`src/rtl/wps_pkg.sv`:
```
package wps_pkg;

  typedef enum logic [1:0] {
    LC_HOLD = 2'd0,
    LC_SET  = 2'd1,
    LC_CLR  = 2'd2
  } latch_cmd_e;

  function automatic latch_cmd_e pick_latch_cmd(input logic set_req,
                                                input logic clr_req,
                                                input logic blocked);
    if (blocked)      return LC_HOLD;
    else if (clr_req) return LC_CLR;
    else if (set_req) return LC_SET;
    else              return LC_HOLD;
  endfunction

endpackage

```
`src/rtl/wps_enable_latch.sv`:
```
module wps_enable_latch
  import wps_pkg::*;
(
  input  logic clk,
  input  logic rst,
  input  logic busy_i,
  input  logic set_req_i,
  input  logic clr_req_i,
  output logic en_o
);

  latch_cmd_e cmd;
  logic       en_q;

  always_comb begin
    cmd = pick_latch_cmd(set_req_i, clr_req_i, busy_i);
  end

  always_ff @(posedge clk) begin
    if (rst) begin
      en_q <= 1'b0;
    end else begin
      unique case (cmd)
        LC_SET:  en_q <= 1'b1;
        LC_CLR:  en_q <= 1'b0;
        default: en_q <= en_q;
      endcase
    end
  end

  assign en_o = en_q;

endmodule

```
`src/rtl/wps_prog_timer.sv`:
```
module wps_prog_timer #(
  parameter int PROG_CYCLES = 400000
) (
  input  logic clk,
  input  logic rst,
  input  logic start_i,
  output logic busy_o,
  output logic done_o
);

  localparam int CW = $clog2(PROG_CYCLES + 1);
  localparam logic [CW-1:0] LOAD_VAL = CW'(PROG_CYCLES);
  localparam logic [CW-1:0] LAST_VAL = CW'(1);

  logic [CW-1:0] cnt_q;
  logic          busy_q;
  logic          last;

  assign last   = busy_q && (cnt_q == LAST_VAL);
  assign done_o = last;
  assign busy_o = busy_q;

  always_ff @(posedge clk) begin
    if (rst) begin
      cnt_q  <= '0;
      busy_q <= 1'b0;
    end else if (!busy_q) begin
      if (start_i) begin
        cnt_q  <= LOAD_VAL;
        busy_q <= 1'b1;
      end
    end else begin
      cnt_q <= cnt_q - LAST_VAL;
      if (last) begin
        busy_q <= 1'b0;
      end
    end
  end

endmodule

```
`src/rtl/wps_write_capture.sv`:
```
module wps_write_capture #(
  parameter int AW = 10,
  parameter int DW = 16
) (
  input  logic          clk,
  input  logic          rst,
  input  logic          accept_i,
  input  logic [AW-1:0] addr_i,
  input  logic [DW-1:0] data_i,
  input  logic          done_i,
  output logic          commit_o,
  output logic [AW-1:0] commit_addr_o,
  output logic [DW-1:0] commit_data_o
);

  logic [AW-1:0] addr_q;
  logic [DW-1:0] data_q;
  logic          commit_q;

  always_ff @(posedge clk) begin
    if (rst) begin
      addr_q <= '0;
      data_q <= '0;
    end else if (accept_i) begin
      addr_q <= addr_i;
      data_q <= data_i;
    end
  end

  always_ff @(posedge clk) begin
    if (rst) commit_q <= 1'b0;
    else     commit_q <= done_i;
  end

  assign commit_o      = commit_q;
  assign commit_addr_o = addr_q;
  assign commit_data_o = data_q;

endmodule

```
`src/rtl/wps_status_drv.sv`:
```
module wps_status_drv (
  input  logic clk,
  input  logic rst,
  input  logic cs_i,
  input  logic start_bit_i,
  input  logic accept_i,
  input  logic done_i,
  output logic do_o,
  output logic do_oe_o
);

  logic armed_q, armed_d;
  logic rdy_q, rdy_d;
  logic do_q, oe_q;

  always_comb begin
    armed_d = armed_q;
    if (accept_i)         armed_d = 1'b1;
    else if (start_bit_i) armed_d = 1'b0;
    rdy_d = rdy_q;
    if (accept_i)         rdy_d = 1'b0;
    else if (done_i)      rdy_d = 1'b1;
  end

  always_ff @(posedge clk) begin
    if (rst) begin
      armed_q <= 1'b0;
      rdy_q   <= 1'b1;
      oe_q    <= 1'b0;
      do_q    <= 1'b0;
    end else begin
      armed_q <= armed_d;
      rdy_q   <= rdy_d;
      oe_q    <= cs_i && armed_d;
      do_q    <= cs_i && armed_d && rdy_d;
    end
  end

  assign do_o    = do_q;
  assign do_oe_o = oe_q;

endmodule

```
`src/rtl/wp_prog_seq.sv`:
```
module wp_prog_seq #(
  parameter int AW          = 10,
  parameter int DW          = 16,
  parameter int PROG_CYCLES = 400000
) (
  input  logic          clk,
  input  logic          rst,
  input  logic          cs_i,
  input  logic          start_bit_i,
  input  logic          wr_req_i,
  input  logic [AW-1:0] wr_addr_i,
  input  logic [DW-1:0] wr_data_i,
  input  logic          wen_cmd_i,
  input  logic          wds_cmd_i,
  output logic          commit_o,
  output logic [AW-1:0] commit_addr_o,
  output logic [DW-1:0] commit_data_o,
  output logic          busy_o,
  output logic          do_o,
  output logic          do_oe_o
);

  logic en_q;
  logic busy;
  logic done;
  logic accept;

  assign accept = wr_req_i && en_q && !busy;
  assign busy_o = busy;

  wps_enable_latch i_latch (
    .clk       (clk),
    .rst       (rst),
    .busy_i    (busy),
    .set_req_i (wen_cmd_i),
    .clr_req_i (wds_cmd_i),
    .en_o      (en_q)
  );

  wps_prog_timer #(.PROG_CYCLES(PROG_CYCLES)) i_timer (
    .clk     (clk),
    .rst     (rst),
    .start_i (accept),
    .busy_o  (busy),
    .done_o  (done)
  );

  wps_write_capture #(.AW(AW), .DW(DW)) i_cap (
    .clk           (clk),
    .rst           (rst),
    .accept_i      (accept),
    .addr_i        (wr_addr_i),
    .data_i        (wr_data_i),
    .done_i        (done),
    .commit_o      (commit_o),
    .commit_addr_o (commit_addr_o),
    .commit_data_o (commit_data_o)
  );

  wps_status_drv i_stat (
    .clk         (clk),
    .rst         (rst),
    .cs_i        (cs_i),
    .start_bit_i (start_bit_i),
    .accept_i    (accept),
    .done_i      (done),
    .do_o        (do_o),
    .do_oe_o     (do_oe_o)
  );

endmodule

```
`config.mk`:
```
export PLATFORM = sky130hd
export DESIGN_NAME = wp_prog_seq
export DESIGN_NICKNAME = d
export VERILOG_FILES = /design/src/rtl/wps_pkg.sv /design/src/rtl/wps_enable_latch.sv /design/src/rtl/wps_prog_timer.sv /design/src/rtl/wps_write_capture.sv /design/src/rtl/wps_status_drv.sv /design/src/rtl/wp_prog_seq.sv
export SDC_FILE = /design/constraint.sdc
export NUM_CORES = 1
export LEC_CHECK = 0
export BUFFER_PORTS_ARGS = -buffer_cell sky130_fd_sc_hd__buf_2
export CAP_MARGIN = 20
export CELL_PAD_IN_SITES_DETAIL_PLACEMENT = 1
export CELL_PAD_IN_SITES_GLOBAL_PLACEMENT = 1
export CORE_MARGIN = 2
export CORE_UTILIZATION = 35
export CTS_BUF_LIST = sky130_fd_sc_hd__clkbuf_16
export CTS_CLUSTER_DIAMETER = 100
export DETAILED_ROUTE_END_ITERATION = 16
export PLACE_DENSITY = 0.75
export SYNTH_ARGS = -nofsm -noshare
export SYNTH_HDL_FRONTEND = slang
export SYNTH_HIERARCHICAL = 1
export SYNTH_SLANG_ARGS = --single-unit
```
`constraint.sdc`:
```
create_clock -name clk -period 2.1 [get_ports clk]
set_input_delay 0.525 -clock clk [delete_from_list [all_inputs] [get_ports clk]]
set_output_delay 0.525 -clock clk [all_outputs]
set_load 0.03 [all_outputs]
```
After elaboration in Yosys (flattened, before gate mapping)
Cells that the tools add are included.
Storage, ports and cells
  memory bits (read-only): 0
  output and inout bits: 30
  bits of input ports: 33
  bits in latches: 0
  register bits: 52
  memories kept: 0
  memory bits (writable): 0
Cells by class
  reductions and logical operators: 8
  bitwise logic cells: 0
  muxes and demuxes: 13
  $add $sub $neg: 1
  shift-type cells: 0
  divide/modulo/power cells: 0
  order comparisons: 0
  multiply operators: 0
  equality and inequality tests: 3
Operator list (number)
  $mux 19: 2
  $eq 19x1->1 const B: 1
  $sub 19x1->19 const B: 1
  $mux 1: 8
  $logic_and 1x1->1: 5
  $mux 2: 2
  $reduce_bool 2->1: 2
  $eq 2x1->1 const B: 1
  $eq 2x2->1 const B: 1
  $pmux 1 s2: 1
  $logic_not 1->1: 1

Depth between registers and ports, before layout
  depth in word-level cells: 5
  mapped depth: 7
  gate-level depth less buffers: 6

Modules after synthesis
The synthesis kept the hierarchy.
Modules (own cells, without submodules)
  wps_prog_timer: cells an instance 113, area each 1033.5 um2, times used 1
  wps_write_capture: cells an instance 86, area each 970.9 um2, times used 1
  wps_status_drv: cells an instance 12, area each 148.9 um2, times used 1
  wps_enable_latch: cells an instance 8, area each 65.1 um2, times used 1
  wp_prog_seq: cells an instance 1, area each 8.8 um2, times used 1

Worst setup path before layout
Ideal clock, no wire load.
  path kind: register -> register
  from: reg i_timer.cnt_q[11]
  to: reg i_stat.do_q, in the netlist i_stat/do_o
  required time: 2027 ps
  slack: -132 ps
  arrival time: 2159 ps
  buffers on the path: 0
  cell stages (with the launch flop): 6
  cell sequence: dfxtp_1 -> or4_4 -> or4_4 -> nor4_1 -> o21bai_4 -> nor3_2
Between the ends
  cells in the longest elaborated chain, start to end: 5
RTL lines
  start, declared: RTL line wps_prog_timer.sv:15  | logic [CW-1:0] cnt_q;
  start signal, assigned: RTL line wps_prog_timer.sv:33  | cnt_q <= cnt_q - LAST_VAL;
  $eq 19x1->1: RTL line wps_prog_timer.sv:19  | assign last = busy_q && (cnt_q == LAST_VAL);
  $logic_and 1x1->1: RTL line wps_prog_timer.sv:19
  net done: RTL line wp_prog_seq.sv:25  | logic done;
  $mux 1: RTL line wps_status_drv.sv:22  | else if (done_i) rdy_d = 1'b1;
  $mux 1: RTL line wps_status_drv.sv:21  | if (accept_i) rdy_d = 1'b0;
  $logic_and 1x1->1: RTL line wps_status_drv.sv:35  | do_q <= cs_i && armed_d && rdy_d;
  end signal, assigned: RTL line wps_status_drv.sv:35
  end, declared: RTL line wps_status_drv.sv:14  | logic do_q, oe_q;
The timed path passes the listed nets, and every way through them passes these cells.
A chain may end at the register's enable or synchronous reset.

Final worst setup path
Same ends and word-level chain as after synthesis.

==> flow_summary.ini <==
[yosys]
synth_top_cell_by_area = dfxtp_1
synthTopCellsByArea = dfxtp_1, mux2i_1, nor2_1
syn_nets = 256
ys_types = 40
syn_inst = 220
synth_top_area_share = 0.467
yosysSeqAreaShare = 0.467
syn-mean-instance-area_um2 = 10.1
ys.flop_type = dfxtp_1
async_flop_share = 0
yosys_warnings = 6
ys_ff_latch = 52
synth_edf_count = 0
syn_area_mm2 = 0.00223

[setup_path]
critPathKind = reg -> reg
cp.arrival_ns = 2.23
cp_num_buf_inv = 1
slowest_delay_ns = 0.56
cp.required_ns = 2.32
end_kind = flop
cp_max_fo = 5
crit_path_frequent_cell = or4_4
critPathTopFamily = simple AND/OR/NAND/NOR gates
worstSetupStartpointType = flop
cp_cell_sequence = or4_4 > or4_4 > nor4_4 > buf_4 > o21bai_4 > nor3_2
cp_slowest_cell = or4_4

[worst_hold_path]
hp-class = reg -> reg

[sta]
fin_skew_ns = 0.00448
fmax_mhz = 497
max_slew_margin = 0.705
finalSetupViolCount = 0
worstMarginPinSlew_ns = 0.443
slew_violations = 0
finalCriticalPeriod_ns = 2.01
setup_tns_ns = 0
rsz0062_at_grt = false
finalHoldViolations = 0
period_share = 0.958

[finish]
final_nets = 327
antennaDiodeCount = 0
drive_above_1_share = 0.347
fill_cells = 726
utilization = 0.455
area_growth_pct = 27.6

[floorplanning]
die_w_um = 83.8
rows = 29
die-area_mm2 = 0.00702
core_area_mm2 = 0.00624
initial_core_util = 0.357
ioPinCount = 63
die_y_um = 83.8

[clock_tree]
path_clk_slew_ns = 0.07
cts_buffers = 5
cts.sinks = 52
h-tree-depth = 2
cts_root_buf = clkbuf_16
clk_latency_ns = 0.29
holdBufCountCts = 0
cts_tree = done
cts_max_path_buffers = 2

[route]
ant_nets = 0
vias = 1903
drc_errors = 0
totalWireLength_mm = 5.23
drtIter0Drc = 43
drt-pass1-iter-count = 5
viasPerCell = 5.17
wire_per_inst_um = 14.2

[global_route]
grt_overflow = 0
antenna_found_initial = 0
grt_use_total = 0.154
grt_pass1_vias = 1943
grt_first_pass_wirelength_mm = 8.80
grt_max_degree = 28

[pwr]
cellPowerDensity_mw_per_mm2 = 921
power_leakage_nw = 1.20
max-vdd-ir-drop_mv = 0.449

[placement]
hpwl_mm = 3.83
gp_congestion = 0.751
numPortBuffers = 62

[run]
drv_cap = 0

[status]
status = complete, no violations
[worst min-delay path, delay by kind of cell (launching register included)]
kind	cells	cell delay [ns]
AO/OA/AOI/OAI	1	0.05
flip-flops	1	0.31
AND/OR/NAND/NOR	1	0.07
[repair_timing]
item | CTS | global route
setup buffers | 0 | 1
setup endpoints to repair | 0 | 2
gates resized for setup | 0 | 2
[layer usage]
| metal | GRT usage | vias up | wire length, um |
|---|---|---|---|
| li1 | - | 937 | - |
| met1 | 0.188 | 911 | 2370 |
| met2 | 0.263 | 50 | 2520 |
| met3 | 0.0406 | 5 | 307 |
| met4 | 0.0469 | 0 | 36 |
| met5 | 0 | - | 0 |
[final timing paths]
path	start	end	slack (ns)	cells after the start
worst max-delay path	i_timer/cnt_q[11]	i_stat/do_o	0.09	6
worst min-delay path	i_latch/en_o	i_latch/en_o	0.47	2
worst max register to register	i_timer/cnt_q[11]	i_stat/do_o	0.09	6
worst min register to register	i_latch/en_o	i_latch/en_o	0.47	2
[cell usage after synthesis (all sizes together) (5+ instances only)]
master   n
nor3     7
nand2b   6
a211oi   5
o311ai   5
clkbuf   5
a21oi   12
nor2    36
mux2i   27
dfxtp   52
or4      8
buf      8
nor4     7
[power by group]
group | total (mW) | switching, mW | internal [mW]
combinational | 0.504 | 0.284 | 0.220
sequential | 1.09 | 0.0443 | 1.05
clock | 1.02 | 0.345 | 0.676
[logic make-up (layout without fill, tap and decap cells)]
logic type                 Yosys count  in the layout  share of synthesized area
AOI/OAI and AO/OA                   32             32                      0.106
xor gates and xnor gates             1              1                    0.00393
adders and majority gates            3              3                     0.0169
buffers and inverters               17             88                     0.0551
DFF                                 52             52                      0.467
muxes                               30             30                      0.137
and+or+nand+nor                     85             85                      0.215
[cells in the final DEF (no fill, tap or decap), types with 2 or more instances in the layout]
cell type and count:
bufinv_16 2, a211oi_1 5, nor3b_1 4, or4_4 3, nor3_1 6, or3_1 3
dfxtp_1 52, o31a_1 3, o311ai_0 5, inv_1 4, buf_4 15, buf_2 62
nand2b_1 5, mux2i_1 27, nor2_1 36, nor2b_1 3, nor4_1 6, ha_1 3
or4_1 4, a21oi_1 11, mux2_2 3, nand2_1 3, clkbuf_16 5, a311oi_1 3
[state kept, by name, indices dropped and copies added, names as in the netlist]
| register | count |
|---|---|
| i_cap/commit_addr_o | 10 |
| i_cap/commit_data_o | 16 |
| i_cap/commit_o | 1 |
| i_latch/en_o | 1 |
| i_stat/armed_q | 1 |
| i_stat/do_o | 1 |
| i_stat/do_oe_o | 1 |
| i_stat/rdy_q | 1 |
| i_timer/busy_o | 1 |
| i_timer/cnt_q | 19 |
[layout make-up]
cell class,count,area (um^2),share of cell area
Tap cell,77,96.3,0.0339
Inverter,4,15.0,0.00528
Clock buffer,5,125,0.0440
Sequential cell,52,1040,0.366
Clock inverter,2,60.1,0.0211
Timing Repair Buffer,77,423,0.149
Multi-Input combinational cell,151,1080,0.381
[stage by stage]
step / cells / worst slack (ns) / hold WS [ns] / area [um^2] / power (mW)
2_1_floorplan: 220 / 0.0279 / 0.430 / 2230 / 1.48
3_5_place_dp: 360 / 0.0435 / 0.458 / 2640 / 1.60
6_report: 368 / 0.0876 / 0.468 / 2840 / 2.62
5_1_grt: 368 / 0.0136 / 0.488 / 2840 / 2.75
4_1_cts: 367 / 0.0171 / 0.469 / 2820 / 2.63
3_3_place_gp: 360 / 0.0957 / 0.446 / 2640 / 1.58
(Power assumes the default switching activity.)
